**config.mk**
```make
export PLATFORM = sky130hd
export DESIGN_NAME = wp_lock_mgr
export DESIGN_NICKNAME = d
export VERILOG_FILES = /design/src/rtl/wp_lock_pkg.sv /design/src/rtl/wp_range_regs.sv /design/src/rtl/wp_range_walker.sv /design/src/rtl/wp_flag_array.sv /design/src/rtl/wp_lock_mgr.sv
export SDC_FILE = /design/constraint.sdc
export NUM_CORES = 1
export LEC_CHECK = 0
export BUFFER_PORTS_ARGS = -buffer_cell sky130_fd_sc_hd__buf_2
export CELL_PAD_IN_SITES_DETAIL_PLACEMENT = 0
export CELL_PAD_IN_SITES_GLOBAL_PLACEMENT = 1
export CORE_MARGIN = 2
export CORE_UTILIZATION = 45
export DETAILED_ROUTE_END_ITERATION = 16
export GPL_TIMING_DRIVEN = 0
export PLACE_DENSITY_LB_ADDON = 0.1
export SYNTH_ARGS = -nofsm -noshare
export SYNTH_HDL_FRONTEND = slang
export SYNTH_HIERARCHICAL = 1
export SYNTH_SLANG_ARGS = --single-unit
export TNS_END_PERCENT = 5
```
**constraint.sdc**
```tcl
create_clock -name clk -period 3.3 [get_ports clk]
set_clock_uncertainty 0.05 [all_clocks]
set_input_delay 0 -clock clk [delete_from_list [all_inputs] [get_ports clk]]
set_output_delay 0 -clock clk [all_outputs]
set_load 0.05 [all_outputs]
```
**src/rtl/wp_lock_pkg.sv**
```systemverilog
package wp_lock_pkg;

    // One-hot protection codes held per block
    typedef enum logic [2:0] {
        PROT_TIGHT    = 3'b001,
        PROT_LOCKED   = 3'b010,
        PROT_UNLOCKED = 3'b100
    } prot_e;

    // Operation applied to each block of a walk
    typedef enum logic [1:0] {
        OP_NONE   = 2'd0,
        OP_UNLOCK = 2'd1,
        OP_LOCK   = 2'd2,
        OP_TIGHT  = 2'd3
    } op_e;

    localparam logic [7:0] CMD_UNLOCK_RANGE = 8'h23;
    localparam logic [7:0] CMD_UNLOCK_ALL   = 8'h27;
    localparam logic [7:0] CMD_LOCK_RANGE   = 8'h2A;
    localparam logic [7:0] CMD_TIGHT_RANGE  = 8'h2C;

    // Decoded command: operation plus whole-array flag
    typedef struct packed {
        op_e  op;
        logic whole;
    } cmd_s;

    function automatic cmd_s decode_cmd(input logic [7:0] code);
        cmd_s c;
        c.op    = OP_NONE;
        c.whole = 1'b0;
        case (code)
            CMD_UNLOCK_RANGE: c.op = OP_UNLOCK;
            CMD_UNLOCK_ALL:   begin c.op = OP_UNLOCK; c.whole = 1'b1; end
            CMD_LOCK_RANGE:   c.op = OP_LOCK;
            CMD_TIGHT_RANGE:  c.op = OP_TIGHT;
            default:          c.op = OP_NONE;
        endcase
        return c;
    endfunction

    // Next code of one block under an operation, honouring the skip rules
    function automatic prot_e next_prot(input op_e op, input prot_e cur);
        prot_e n;
        n = cur;
        case (op)
            OP_UNLOCK: if (cur != PROT_TIGHT)    n = PROT_UNLOCKED;
            OP_LOCK:   if (cur != PROT_TIGHT)    n = PROT_LOCKED;
            OP_TIGHT:  if (cur != PROT_UNLOCKED) n = PROT_TIGHT;
            default:   n = cur;
        endcase
        return n;
    endfunction

endpackage

```
**src/rtl/wp_range_regs.sv**
```systemverilog
module wp_range_regs #(
    parameter int IDXW  = 5,
    parameter int VAL_W = 16
) (
    input  logic             clk,
    input  logic             rst,
    input  logic             start_wr,
    input  logic             end_wr,
    input  logic [VAL_W-1:0] wr_val,
    output logic [IDXW-1:0]  lo,
    output logic [IDXW-1:0]  hi
);

    logic [IDXW-1:0] masked;
    assign masked = wr_val[IDXW-1:0];

    always_ff @(posedge clk) begin
        if (rst) begin
            lo <= '0;
            hi <= '0;
        end else if (start_wr) begin
            // Low-bound write mirrors into the high bound
            lo <= masked;
            hi <= masked;
        end else if (end_wr) begin
            hi <= masked;
        end
    end

endmodule

```
**src/rtl/wp_range_walker.sv**
```systemverilog
module wp_range_walker
    import wp_lock_pkg::*;
#(
    parameter int NUM_BLOCKS = 20,
    parameter int IDXW       = 5
) (
    input  logic            clk,
    input  logic            rst,
    input  logic            cmd_valid,
    input  logic [7:0]      cmd_code,
    input  logic [IDXW-1:0] lo,
    input  logic [IDXW-1:0] hi,
    output logic            busy,
    output logic            done,
    output logic            cmd_err,
    output logic            step_valid,
    output logic [IDXW-1:0] step_idx,
    output op_e             step_op
);

    localparam logic [IDXW:0]   LIMIT    = (IDXW+1)'(NUM_BLOCKS);
    localparam logic [IDXW-1:0] LAST_IDX = IDXW'(NUM_BLOCKS - 1);

    typedef enum logic {W_IDLE, W_RUN} walk_e;

    walk_e           state_q;
    logic [IDXW-1:0] idx_q;
    logic [IDXW-1:0] end_q;
    op_e             op_q;
    cmd_s            dec;
    logic            out_of_range;

    assign dec          = decode_cmd(cmd_code);
    assign out_of_range = ({1'b0, idx_q} >= LIMIT);

    always_ff @(posedge clk) begin
        if (rst) begin
            state_q <= W_IDLE;
            idx_q   <= '0;
            end_q   <= '0;
            op_q    <= OP_NONE;
            done    <= 1'b0;
            cmd_err <= 1'b0;
        end else begin
            done <= 1'b0;
            case (state_q)
                W_IDLE: begin
                    if (cmd_valid && dec.op != OP_NONE) begin
                        cmd_err <= 1'b0;
                        op_q    <= dec.op;
                        if (dec.whole) begin
                            idx_q   <= '0;
                            end_q   <= LAST_IDX;
                            state_q <= W_RUN;
                        end else if (lo > hi) begin
                            // Empty range: finish without touching a block
                            done <= 1'b1;
                        end else begin
                            idx_q   <= lo;
                            end_q   <= hi;
                            state_q <= W_RUN;
                        end
                    end
                end
                W_RUN: begin
                    if (out_of_range) begin
                        cmd_err <= 1'b1;
                        done    <= 1'b1;
                        state_q <= W_IDLE;
                    end else if (idx_q == end_q) begin
                        done    <= 1'b1;
                        state_q <= W_IDLE;
                    end else begin
                        idx_q <= idx_q + 1'b1;
                    end
                end
                default: state_q <= W_IDLE;
            endcase
        end
    end

    assign busy       = (state_q == W_RUN);
    assign step_valid = busy && !out_of_range;
    assign step_idx   = idx_q;
    assign step_op    = op_q;

endmodule

```
**src/rtl/wp_flag_array.sv**
```systemverilog
module wp_flag_array
    import wp_lock_pkg::*;
#(
    parameter int NUM_BLOCKS = 20,
    parameter int IDXW       = 5
) (
    input  logic            clk,
    input  logic            rst,
    input  logic            step_valid,
    input  logic [IDXW-1:0] step_idx,
    input  op_e             step_op,
    input  logic [IDXW-1:0] q_block,
    output logic [2:0]      wp_status,
    output logic [2:0]      q_state,
    output logic            q_writable
);

    prot_e flags [NUM_BLOCKS];
    prot_e cur_code;
    prot_e new_code;
    prot_e status_q;

    // Code of the block under the walker
    always_comb begin
        cur_code = PROT_LOCKED;
        for (int b = 0; b < NUM_BLOCKS; b++) begin
            if (step_idx == IDXW'(b)) cur_code = flags[b];
        end
    end

    assign new_code = next_prot(step_op, cur_code);

    for (genvar b = 0; b < NUM_BLOCKS; b++) begin : g_cell
        prot_e cell_q;
        always_ff @(posedge clk) begin
            if (rst) begin
                cell_q <= PROT_LOCKED;
            end else if (step_valid && step_idx == IDXW'(b)) begin
                cell_q <= new_code;
            end
        end
        assign flags[b] = cell_q;
    end

    always_ff @(posedge clk) begin
        if (rst) begin
            status_q <= PROT_LOCKED;
        end else if (step_valid && new_code != cur_code) begin
            status_q <= new_code;
        end
    end

    assign wp_status = status_q;

    // Query port for program and erase engines
    always_comb begin
        q_state = 3'b000;
        for (int b = 0; b < NUM_BLOCKS; b++) begin
            if (q_block == IDXW'(b)) q_state = flags[b];
        end
    end

    assign q_writable = (q_state == PROT_UNLOCKED);

endmodule

```
**src/rtl/wp_lock_mgr.sv**
```systemverilog
module wp_lock_mgr
    import wp_lock_pkg::*;
#(
    parameter int NUM_BLOCKS = 20,
    parameter int VAL_W      = 16,
    localparam int IDXW      = (NUM_BLOCKS > 1) ? $clog2(NUM_BLOCKS) : 1
) (
    input  logic             clk,
    input  logic             rst,
    input  logic             start_wr,
    input  logic             end_wr,
    input  logic [VAL_W-1:0] wr_val,
    output logic [IDXW-1:0]  range_lo,
    output logic [IDXW-1:0]  range_hi,
    input  logic             cmd_valid,
    input  logic [7:0]       cmd_code,
    output logic             busy,
    output logic             done,
    output logic             cmd_err,
    output logic [2:0]       wp_status,
    input  logic [IDXW-1:0]  q_block,
    output logic [2:0]       q_state,
    output logic             q_writable
);

    logic            step_valid;
    logic [IDXW-1:0] step_idx;
    op_e             step_op;

    wp_range_regs #(.IDXW(IDXW), .VAL_W(VAL_W)) u_regs (
        .clk      (clk),
        .rst      (rst),
        .start_wr (start_wr),
        .end_wr   (end_wr),
        .wr_val   (wr_val),
        .lo       (range_lo),
        .hi       (range_hi)
    );

    wp_range_walker #(.NUM_BLOCKS(NUM_BLOCKS), .IDXW(IDXW)) u_walk (
        .clk        (clk),
        .rst        (rst),
        .cmd_valid  (cmd_valid),
        .cmd_code   (cmd_code),
        .lo         (range_lo),
        .hi         (range_hi),
        .busy       (busy),
        .done       (done),
        .cmd_err    (cmd_err),
        .step_valid (step_valid),
        .step_idx   (step_idx),
        .step_op    (step_op)
    );

    wp_flag_array #(.NUM_BLOCKS(NUM_BLOCKS), .IDXW(IDXW)) u_flags (
        .clk        (clk),
        .rst        (rst),
        .step_valid (step_valid),
        .step_idx   (step_idx),
        .step_op    (step_op),
        .q_block    (q_block),
        .wp_status  (wp_status),
        .q_state    (q_state),
        .q_writable (q_writable)
    );

endmodule

```
# Word level (Yosys, flattened, before mapping)
# Cells that the tools add are included.
# word_totals
in_bits,34
ff_bits,88
output_inout_bits,20
wordCells,193
# classes
order_cmp,2
n_mux,71
add_sub_neg,1
eq_ne,56
bitwise,1
reduce_logical,33
# ops
cell,count
3-bit 2-to-1 mux,43
5-bit by 4-bit == test with 1-bit output (second input constant),16
5-bit 2-to-1 mux,9
5-bit by 3-bit == test with 1-bit output (second input constant),8
5-bit == test (second input constant),8
8-bit by 6-bit == test with 1-bit output (second input constant),4
1-bit logical AND,23
5-bit by 2-bit == test with 1-bit output (second input constant),4
1-bit 2-to-1 mux,13
5-bit by 1-bit == test with 1-bit output (second input constant),2
5-bit zero test,2
5-bit one-hot mux with 2 select lines,1
3-bit one-hot mux with 3 select lines,1
2-bit inequality test (second input constant),3
1-bit one-hot mux with 2 select lines,3
2-bit one-hot mux with 3 select lines,1
5-bit by 1-bit adder with 5-bit output (second input constant),1
5-bit == test,1
5-bit >= comparator (second input constant),1
5-bit > comparator,1
2-bit == test (second input constant),2
2-bit by 1-bit inequality test with 1-bit output (second input constant),2
2-bit AND reduction,2
4-bit AND reduction,1
other kinds (11),12

# Depth between registers and ports, before layout
# Gate-level depths: netlist of run 1.
# logic_depth
ltp_word,26
depth_mapped,13
ltp_nobuf,8

# Modules after synthesis
# Netlist of run 1, hierarchy kept.
# by_module_without_submodules
module,area_each_um2,cells_each,seq_area_each_um2,n_inst
wp_flag_array,4116.4,473,1261.2,1
wp_range_walker,1029.7,119,300.3,1
wp_range_regs,381.6,37,200.2,1

# Worst setup path before layout of run 1
# Ideal clock, no wire load.
# synth_timing
path_kind,input to output
from,input q_block[0]
to,output q_writable
arrival_ns,3.601
slack_ns,-0.351
required_ns,3.250
n_path_buf,3
path_stages,10
cell_sequence,clkbuf_1 -> buf_2 -> buf_2 -> nand2_1 -> a22oi_1 -> o21bai_1 -> a21oi_1 -> o32ai_1 -> o21ai_0 -> nor3b_1
# synth_between
elab_chain_cells,22
elab_cells_between_ends,41
classes_between,20 x eq/ne; 20 x mux; 1 x reduce/logical
# synth_rtl
element,line_no,source
from (decl),wp_lock_mgr.sv:21,"input logic [IDXW-1:0] q_block,"
5-bit zero test,wp_flag_array.sv:59,if (q_block == IDXW'(b)) q_state = flags[b];
3-bit 2-to-1 mux (19 in a row),wp_flag_array.sv:59,
3-bit 2-to-1 mux *,wp_flag_array.sv:59,
named net q_state[2],wp_lock_mgr.sv:22,"output logic [2:0] q_state,"
3-bit == test *,wp_flag_array.sv:63,assign q_writable = (q_state == PROT_UNLOCKED);
to (decl),wp_lock_mgr.sv:23,output logic q_writable
# The timed path passes the listed nets; every way through them passes the cells marked *.

# Final worst setup path of run 1
# layout_timing
from,"register u_walk.idx_q[1], in the netlist u_walk/step_idx[1]"
to,register u_flags.g_cell[6].cell_q[2]
# layout_between
elab_chain_cells,24
elab_cells_between_ends,50
classes_between,1 x order compare; 21 x eq/ne; 24 x mux; 4 x reduce/logical
# layout_rtl
element,line_no,source
from (decl),wp_range_walker.sv:27,logic [IDXW-1:0] idx_q;
from (signal assigned),wp_range_walker.sv:59,idx_q <= lo;
from (signal assigned),wp_range_walker.sv:74,idx_q <= idx_q + 1'b1;
5-bit zero test,wp_flag_array.sv:27,if (step_idx == IDXW'(b)) cur_code = flags[b];
3-bit 2-to-1 mux (20 in a row),wp_flag_array.sv:27,
3-bit inequality test / 3-bit by 1-bit inequality test with 1-bit output (equally long branches),"wp_lock_pkg.sv:50, wp_lock_pkg.sv:48, wp_lock_pkg.sv:49",
"3-bit 2-to-1 mux, on equally long branches","wp_lock_pkg.sv:50, wp_lock_pkg.sv:48, wp_lock_pkg.sv:49",
3-bit one-hot mux with 3 select lines,wp_lock_pkg.sv:47,case (op)
to (signal assigned),wp_flag_array.sv:39,cell_q <= new_code;
to (decl),wp_flag_array.sv:34,prot_e cell_q;
# Several ways; a longest one is shown, not always the timed one.
# A chain may end at the register's enable or synchronous reset.

==> impl_metrics.ini, run 1 <==
[drt]
vias = 5226
routedWlPerCell_microns = 20.46
initialDrtViolationCount = 496
vias_per_cell = 6.177
routed_wl_microns = 17310
drt_pass1_iterations = 5
drc = 0
ant_nets = 0

[outcome]
status = complete, no violations

[clock_tree]
cts_max_level = 3
cts_tree = built
clock-root-buffer = clkbuf_16
cts_setup_buffers = 0
ctsLongestPathBuffers = 2
clock_latency_ns = 0.36
clk_pin_slew_ns = 0.06
cts.sinks = 88
numCtsBuffers = 9

[timing]
fin_crit_ns = 3.049
finalCritPeriodShare = 0.9240
tns_ns = 0
hold_violations = 0
rsz0062_at_grt = false
fmax_mhz = 328.0
timing.hold.ws_ns = 0.04155
tightest_slew_ns = 0.8387
setup_viol = 0
max-slew-margin-rel = 0.4408
maxSlewViolCount = 0

[pwr]
power.density_nw_per_um2 = 364.1
p_total_w = 0.002301
ir_drop_mv = 0.3067
cellLeakagePower_nw = 2.194

[logic_synthesis]
synthAdderAreaFrac = 0.01584
syn-instance-count = 629
syn_nets = 670
synth_async_sr_flop_share = 0
syn_area_per_cell_sq_um = 8.788
synthMuxAreaShare = 0.07605
synth_top_family_by_area = compound AO/OA/AOI/OAI gates
syn_area_sq_um = 5528
synth_compound_gate_area_share = 0.2757
yosys_register_bits = 88
yosys_most_used_dff = dfxtp_1
yosys.area_share.simple = 0.2306
synth_edf_count = 0
synth-warning-count = 6
synth_xor_xnor_area_share = 0.01268
synth.yosys.seq_area_share = 0.3187
yosys.cell_types.count = 88

[placement]
finalWeightedCongestion = 0.8958
io_buffers = 41
post_dp_cell_area_sq_um = 5922
dpl.hpwl_microns = 12690

[global_routing]
grt_usage = 0.2722
grt_pass1_vias = 4926
grt_max_degree = 14
grt_first_pass_wirelength_microns = 27350
antenna_found_initial = 0
grt.overflow.total = 0

[min_path]
min-delay-path-class = in2reg

[floorplanning]
dieArea_sq_um = 13190
die_x_microns = 114.8
rows = 40
dieHeight_microns = 114.8
start_util = 0.4602
ios = 54
core_sq_um = 12010

[worst_setup_path]
critPathMaxFanout = 10
setup.worst_path.end_class = register
cp.arrival_ns = 3.19
critPathRequiredTime_ns = 3.45
cp_slowest_cell = dfxtp_1
worstSetupStartpointType = register
crit_buf_inv = 2
crit_type = reg2reg
crit_family = compound AO/OA/AOI/OAI gates
slowest_delay_ns = 0.62
cp_cell_sequence = buf_6 > mux4_2 > nor2b_4 > a211oi_2 > o32a_2 > o221a_4 > nand2b_1 > a32oi_1 > buf_2 > a211oi_1

[cells_and_area]
antenna_cells = 0
design_area_sq_um = 6320
finalNetCount = 735
drive_above_1_share = 0.2046
nFillCells = 1154
area_growth_pct = 14.33
final_util = 0.5261

[run]
cap_violations = 0
## what timing repair did
| action | in CTS | in global routing |
|---|---|---|
| hold buffers | 13 | 0 |
| gates resized for setup | 0 | 0 |
| endpoints found under the hold margin | 14 | 0 |
## flip-flops by register name, indices dropped and copies added, names as in the netlist
register and cells:
u_flags/wp_status 3, u_walk/cmd_err 1, u_flags/g_cell.cell_q 60, u_walk/end_q 5, u_walk/step_op 2, u_regs/hi 5, u_walk/busy 1, u_walk/step_idx 5
u_regs/lo 5, u_walk/done 1
## stage by stage
stage | cells | setup slack (ns)
2_1_floorplan | 629 | 0.06421
3_3_place_gp | 817 | 0.3638
3_5_place_dp | 817 | 0.3445
4_1_cts | 846 | 0.3182
5_1_grt | 846 | 0.09684
6_report | 846 | 0.2509
## worst paths after layout
check             slack (ns)  cells past startpoint                  from                     endpoint
setup / recovery        0.25                     10    u_walk/step_idx[1]  u_flags/g_cell[6].cell_q[2]
setup reg to reg        0.25                     10    u_walk/step_idx[1]  u_flags/g_cell[6].cell_q[2]
hold / removal          0.04                      3           cmd_code[2]            u_walk/step_op[0]
hold reg to reg         0.42                      2  u_flags/wp_status[2]         u_flags/wp_status[2]
## power breakdown
group / internal (W) / switching [W] / total (W) / leakage [nW]
Combinational: 0.0000837 / 0.000167 / 0.000250 / 1.35
Clock: 0.000530 / 0.000440 / 0.000970 / 0.130
Sequential: 0.00107 / 0.0000102 / 0.00108 / 0.712
Total: 0.00168 / 0.000617 / 0.00230 / 2.19
## cell families (layout without fill, tap and decap cells)
logic type,Yosys count,count (layout)
compound gates,190,190
flops,88,88
buf+inv,64,134
simple gates,242,242
xor+xnor,8,8
mux,30,30
fa+ha+maj,7,7
## metal layers
metal | GRT usage | up-vias | routed length (microns)
met2 | 0.4264 | 234 | 7889
met1 | 0.3637 | 2498 | 7454
met5 | 0 | - | 0
met4 | 0.1116 | 0 | 620
li1 | - | 2452 | -
met3 | 0.06220 | 42 | 1348
## cell type report
type	count	area, sq um	share of cell area
Sequential cell	88	1762	0.2788
Clock inverter	3	17.52	0.002772
Tap cell	147	183.9	0.02910
Multi-Input combinational cell	477	3382	0.5351
Inverter	19	71.32	0.01128
Timing Repair Buffer	54	335.3	0.05306
Buffer	45	317.8	0.05029
Clock buffer	13	250.2	0.03960
## cells in the mapped netlist, types with 11 or more instances
master	n	area, sq um
a211o_1	21	183.9
a211oi_1	27	202.7
a211oi_2	18	225.2
a21oi_1	31	155.2
buf_2	15	75.07
clkbuf_1	11	41.29
dfxtp_1	88	1762
inv_1	18	67.56
mux2i_1	17	170.2
nand2_1	37	138.9
nand3_1	13	65.06
nor2_1	98	367.9
nor2b_1	26	162.7
o21ai_0	23	115.1
## cells in the final DEF (no fill, tap or decap), drive strengths merged, types with 19 or more instances in the layout
cell,n
nor2b,28
dfxtp,88
inv,19
nand2,38
o21ai,26
a211o,21
buf,74
nor2,98
clkbuf,24
a21oi,31
a211oi,45
## tightest hold or removal path: cells and delay by family
family / cells / cell delay [ns]
buffers and inverters: 1 / 0.12
and+or+nand+nor: 2 / 0.27
(Power assumes the default switching activity.)
==> inputs of run 2 (changes only) <==
--- a/config.mk
+++ b/config.mk
@@ -11,7 +11,6 @@
 export CORE_MARGIN = 2
 export CORE_UTILIZATION = 45
 export DETAILED_ROUTE_END_ITERATION = 16
-export GPL_TIMING_DRIVEN = 0
 export PLACE_DENSITY_LB_ADDON = 0.1
 export SYNTH_ARGS = -nofsm -noshare
 export SYNTH_HDL_FRONTEND = slang
==> run 2 against run 1 <==
Compared with the run above: global-route usage decreased by 3.6 points; die area unchanged; non-clock buffer count decreased by 32; flip-flop and latch count unchanged; total power increased by 1.5%; critical path depth unchanged; via count decreased by 7.3%; wire length decreased by 14%; register-to-register slack improved by 0.14 ns.
==> impl_metrics.ini, run 2 (synthesis results as in run 1) <==
[worst_setup_path]
cp.arrival_ns = 3.12
timing.critical_path.from = u_walk/step_idx[1]
reg2reg_from = u_walk/step_idx[1]
critPathRequiredTime_ns = 3.51
setup.worst_path.end_class = register
r2r_end = u_flags/g_cell[7].cell_q[0]
critPathMaxFanout = 31
ff2ff_setup_slack_ns = 0.39
worstSetupStartpointType = register
rr_worst_depth = 10
crit_type = reg2reg

[cells_and_area]
largest_register = u_flags/g_cell.cell_q
largest_reg_flops = 60
drive_above_1_share = 0.1949
nFillCells = 1159
area_growth_pct = 11.61
final_common_cell = nor2_1
antenna_cells = 0
final_cell_mix = nor2_1, dfxtp_1, buf_2
finalNetCount = 703

[global_routing]
grt_first_pass_wirelength_microns = 24430
grt_usage = 0.2363
antenna_found_initial = 0
grt_max_degree = 90
grt_pass1_vias = 4588
grt.overflow.total = 0

[drt]
initialDrtViolationCount = 363
routed_wl_microns = 14960
vias_per_cell = 5.951
vias = 4844
drt_pass1_iterations = 5
routedWlPerCell_microns = 18.37
ant_nets = 0
drc = 0

[timing]
hold_violations = 0
tns_ns = 0
maxSlewViolCount = 0
finalCritPeriodShare = 0.8814
fin_crit_ns = 2.909
fmax_mhz = 343.8
tightest_slew_ns = 1.076
rsz0062_at_grt = false
timing.hold.ws_ns = 0.03885
max-slew-margin-rel = 0.2825
setup_viol = 0

[floorplanning]
die_x_microns = 114.8
dieHeight_microns = 114.8
ios = 54
rows = 40
start_util = 0.4602
core_sq_um = 12010
dieArea_sq_um = 13190

[pwr]
cellLeakagePower_nw = 2.114
ir_drop_mv = 0.2022
power.density_nw_per_um2 = 378.6

[clock_tree]
cts_resized = 0
clk_pin_slew_ns = 0.06
numCtsBuffers = 9
cts_setup_buffers = 0
clock-root-buffer = clkbuf_16
cts_tree = built
hold_buffers = 9
clock_latency_ns = 0.35
ctsLongestPathBuffers = 2
cts.sinks = 88
cts_max_level = 3

[placement]
io_buffers = 42
dpl.hpwl_microns = 10430
finalWeightedCongestion = 0.8630

[min_path]
min-delay-path-class = in2reg
hold_start = cmd_code[2]
holdPathEnd = u_walk/step_op[0]
worstHoldPathCells = 3

[outcome]
status = complete, no violations

[run]
cap_violations = 0
==> run 2: cell types whose count changed in the layout (fill, tap and decap cells not counted), moves of 2 or more <==
cell           before  now
clkinv_2            2    0
dlygate4sd3_1      13    9
buf_6               9    0
clkinv_4            0    2
buf_1               3    0
buf_4               2   13
clkbuf_1           14    3
buf_8               3    0
buf_2              56   41
buf_12              1    4
==> run 2: metal layers <==
metal | track usage | part of all wire | vias to the layer above
met4 | 0.08996 | 0.017 | 0
met1 | 0.3313 | 0.48 | 2327
met2 | 0.3728 | 0.47 | 103
met3 | 0.03005 | 0.037 | 19
li1 | - | - | 2395
met5 | 0 | 0 | -
==> run 2: where the power goes <==
group	internal (W)	leakage (nW)	switching [W]
Combinational	0.0000756	1.27	0.000155
Sequential	0.00107	0.712	0.00000956
Clock	0.000591	0.137	0.000435
Total	0.00174	2.11	0.000599
==> run 2: cell type report <==
class                      count  area [sq um]  share of cell area
inverter                      19         71.32             0.01156
multi-input combinational    477          3388              0.5492
clock buffer                  12         236.5             0.03833
clock inverter                 4         55.05            0.008923
timing repair buffer          67         473.0             0.07666
sequential                    88          1762              0.2855
tap                          147         183.9             0.02981
==> run 2: critical path, stage by stage (launching register included) <==
cell and delay [ns]:
dfxtp_1 0.45, buf_12 0.23, mux4_2 0.33, nor2b_4 0.14
a211oi_2 0.25, o32a_2 0.23, o221a_4 0.25, nor3b_2 0.34
nor3_4 0.13, buf_12 0.19, a211oi_2 0.21
==> run 2: how the worst max path moves through the flow <==
| stage | end | slack [ns] | cells past startpoint |
|---|---|---|---|
| 6_report | u_flags/g_cell[7].cell_q[0] | 0.39 | 10 |
| 5_1_grt | u_flags/g_cell[3].cell_q[0] | 0.19 | 10 |
| 4_1_cts | u_flags/g_cell[3].cell_q[0] | 0.41 | 10 |
| 3_5_place_dp | u_flags/g_cell[3].cell_q[0] | 0.44 | 10 |
| 3_3_place_gp | u_flags/g_cell[4].cell_q[0] | 0.46 | 10 |
| 2_1_floorplan | q_writable | 0.06 | 10 |
==> run 2: through the flow <==
step / setup WS, ns / power, W / utilization / instance area (sq um) / std cells
floorplan: 0.06421 / 0.001263 / - / 5533 / 629
global placement: 0.4644 / 0.001322 / 0.4819 / 5788 / 789
detailed placement: 0.4404 / 0.001325 / 0.4819 / 5788 / 789
CTS: 0.4092 / 0.002361 / 0.5136 / 6170 / 814
global route: 0.1861 / 0.002432 / 0.5136 / 6170 / 814
finish: 0.3915 / 0.002336 / 0.5136 / 6170 / 814
==> inputs of run 3 (changes only) <==
--- a/config.mk
+++ b/config.mk
@@ -8,6 +8,7 @@
 export BUFFER_PORTS_ARGS = -buffer_cell sky130_fd_sc_hd__buf_2
 export CELL_PAD_IN_SITES_DETAIL_PLACEMENT = 0
 export CELL_PAD_IN_SITES_GLOBAL_PLACEMENT = 1
+export CORE_ASPECT_RATIO = 1.2
 export CORE_MARGIN = 2
 export CORE_UTILIZATION = 45
 export DETAILED_ROUTE_END_ITERATION = 16
==> run 3 against run 2 <==
Compared with the run above: critical path depth unchanged; utilization about the same; combinational power decreased by 2%; clock-buffer cell count decreased by 3; clock power increased by 7%; critical path type unchanged; highest routed layer unchanged.
==> impl_metrics.ini, run 3 (synthesis results as in run 1) <==
[drt]
initialDrtViolationCount = 277
routedWlPerCell_microns = 18.14
ant_nets = 0
vias_per_cell = 5.823
drt_pass1_iterations = 5
routed_wl_microns = 15000
vias = 4816
drc = 0

[placement]
finalWeightedCongestion = 0.8671
io_buffers = 42
dpl.hpwl_microns = 10510

[timing]
timing.hold.ws_ns = 0.05744
tightest_slew_ns = 1.073
fin_crit_ns = 3.033
rsz0062_at_grt = false
maxSlewViolCount = 0
setup_viol = 0
finalCritPeriodShare = 0.9192
tns_ns = 0
fmax_mhz = 329.7
max-slew-margin-rel = 0.2848
hold_violations = 0

[floorplanning]
core_sq_um = 12060
rows = 44
ios = 54
dieHeight_microns = 125.4
die_x_microns = 105.2
start_util = 0.4585
dieArea_sq_um = 13190

[clock_tree]
clk_pin_slew_ns = 0.07
ctsLongestPathBuffers = 2
cts.sinks = 88
cts_max_level = 3
clock-root-buffer = clkbuf_16
numCtsBuffers = 9
cts_tree = built
clock_latency_ns = 0.34
cts_setup_buffers = 0

[pwr]
swShare = 0.2471
ir_drop_mv = 0.2326
power.switching_w = 0.0005942
power_frac_seq = 0.450
power.density_nw_per_um2 = 388.1
p_total_w = 0.002405
p_clk_frac = 0.456
power.internal_w = 0.001811
comb_power_share = 0.094
cellLeakagePower_nw = 2.127

[cells_and_area]
final_common_cell = nor2_1
largest_reg_flops = 60
largest_register = u_flags/g_cell.cell_q
area_growth_pct = 12.09
antenna_cells = 0
drive_above_1_share = 0.1982
final_cell_mix = nor2_1, dfxtp_1, buf_2
finalNetCount = 702
final_util = 0.5139

[global_routing]
grt_usage = 0.2344
grt.overflow.total = 0
antenna_found_initial = 0
grt_pass1_vias = 4811
grt_first_pass_wirelength_microns = 24930
grt_max_degree = 90

[worst_setup_path]
cp.arrival_ns = 3.22
cpMostUsedCell = buf_4
worstSetupStartpointType = register
critPathRequiredTime_ns = 3.49
slowest_delay_ns = 0.70
ff2ff_setup_slack_ns = 0.27
cp_cell_sequence = buf_4 > nor3b_1 > a221oi_1 > o32a_1 > o21ai_1 > and3_1 > nand2b_1 > a32oi_1 > buf_4 > a211oi_1
cp_slowest_cell = dfxtp_1
crit_type = reg2reg
crit_family = compound AO/OA/AOI/OAI gates
setup.worst_path.end_class = register
crit_buf_inv = 2
critPathMaxFanout = 20

[min_path]
min-delay-path-class = in2reg

[outcome]
status = complete, no violations

[run]
cap_violations = 0
## run 3: cell count changes in the layout (fill, tap and decap cells not counted), sizes merged
| cell | change |
|---|---|
| buf | -1 |
| bufinv | +1 |
| clkbuf | -3 |
| clkinv | +2 |
| clkinvlp | -1 |
| inv | +1 |
## run 3: layer usage
| layer | vias to the layer above | GRT usage | share of wire |
|---|---|---|---|
| met5 | - | 0 | 0 |
| met4 | 0 | 0.06745 | 0.018 |
| met3 | 19 | 0.03128 | 0.041 |
| met2 | 111 | 0.4018 | 0.50 |
| met1 | 2297 | 0.3078 | 0.44 |
| li1 | 2389 | - | - |
## run 3: area by class of cell
cell class | instances | area, sq um
timing repair buffer | 66 | 452.9
sequential | 88 | 1762
multi-input combinational | 477 | 3388
inverter | 19 | 71.32
tap | 161 | 201.4
fill | 1180 | 5861
clock buffer | 9 | 225.2
clock inverter | 7 | 95.09
## run 3: through the flow
stage / cells / setup WS (ns) / area, sq um
after global routing: 827 / 0.06865 / 6196
after floorplan: 629 / 0.06421 / 5533
final: 827 / 0.2666 / 6196
after detailed placement: 802 / 0.3050 / 5786
after CTS: 827 / 0.2861 / 6196
after global placement: 802 / 0.3923 / 5786
## run 3: worst register-to-register path, stage by stage (launching register included)
cell and delay [ns]:
dfxtp_1 0.70, buf_4 0.27, nor3b_1 0.27, a221oi_1 0.09, o32a_1 0.29, o21ai_1 0.10
and3_1 0.37, nand2b_1 0.17, a32oi_1 0.10, buf_4 0.25, a211oi_1 0.29
## run 3: power by group through the flow
stage / logic [W] / clock network (W) / registers (W)
after CTS: 0.000225 / 0.00113 / 0.00108
after detailed placement: 0.000217 / 0 / 0.00111
final: 0.000225 / 0.00110 / 0.00108
after global placement: 0.000213 / 0 / 0.00111
after global routing: 0.000243 / 0.00117 / 0.00108
after floorplan: 0.000136 / 0 / 0.00113
## run 3: path summary, 6_finish.rpt
| kind | startpoint | to | depth (start not counted) |
|---|---|---|---|
| setup / recovery | u_walk/step_idx[2] | u_flags/g_cell[1].cell_q[2] | 10 |
| hold / removal | start_wr | u_regs/lo[1] | 3 |
| setup reg to reg | u_walk/step_idx[2] | u_flags/g_cell[1].cell_q[2] | 10 |
| hold reg to reg | u_flags/wp_status[2] | u_flags/wp_status[2] | 2 |
## run 3: what timing repair did
action,CTS,global route
hold buffers,9,0
setup endpoints to repair,0,0
endpoints found under the hold margin,12,0
resized for setup,0,0
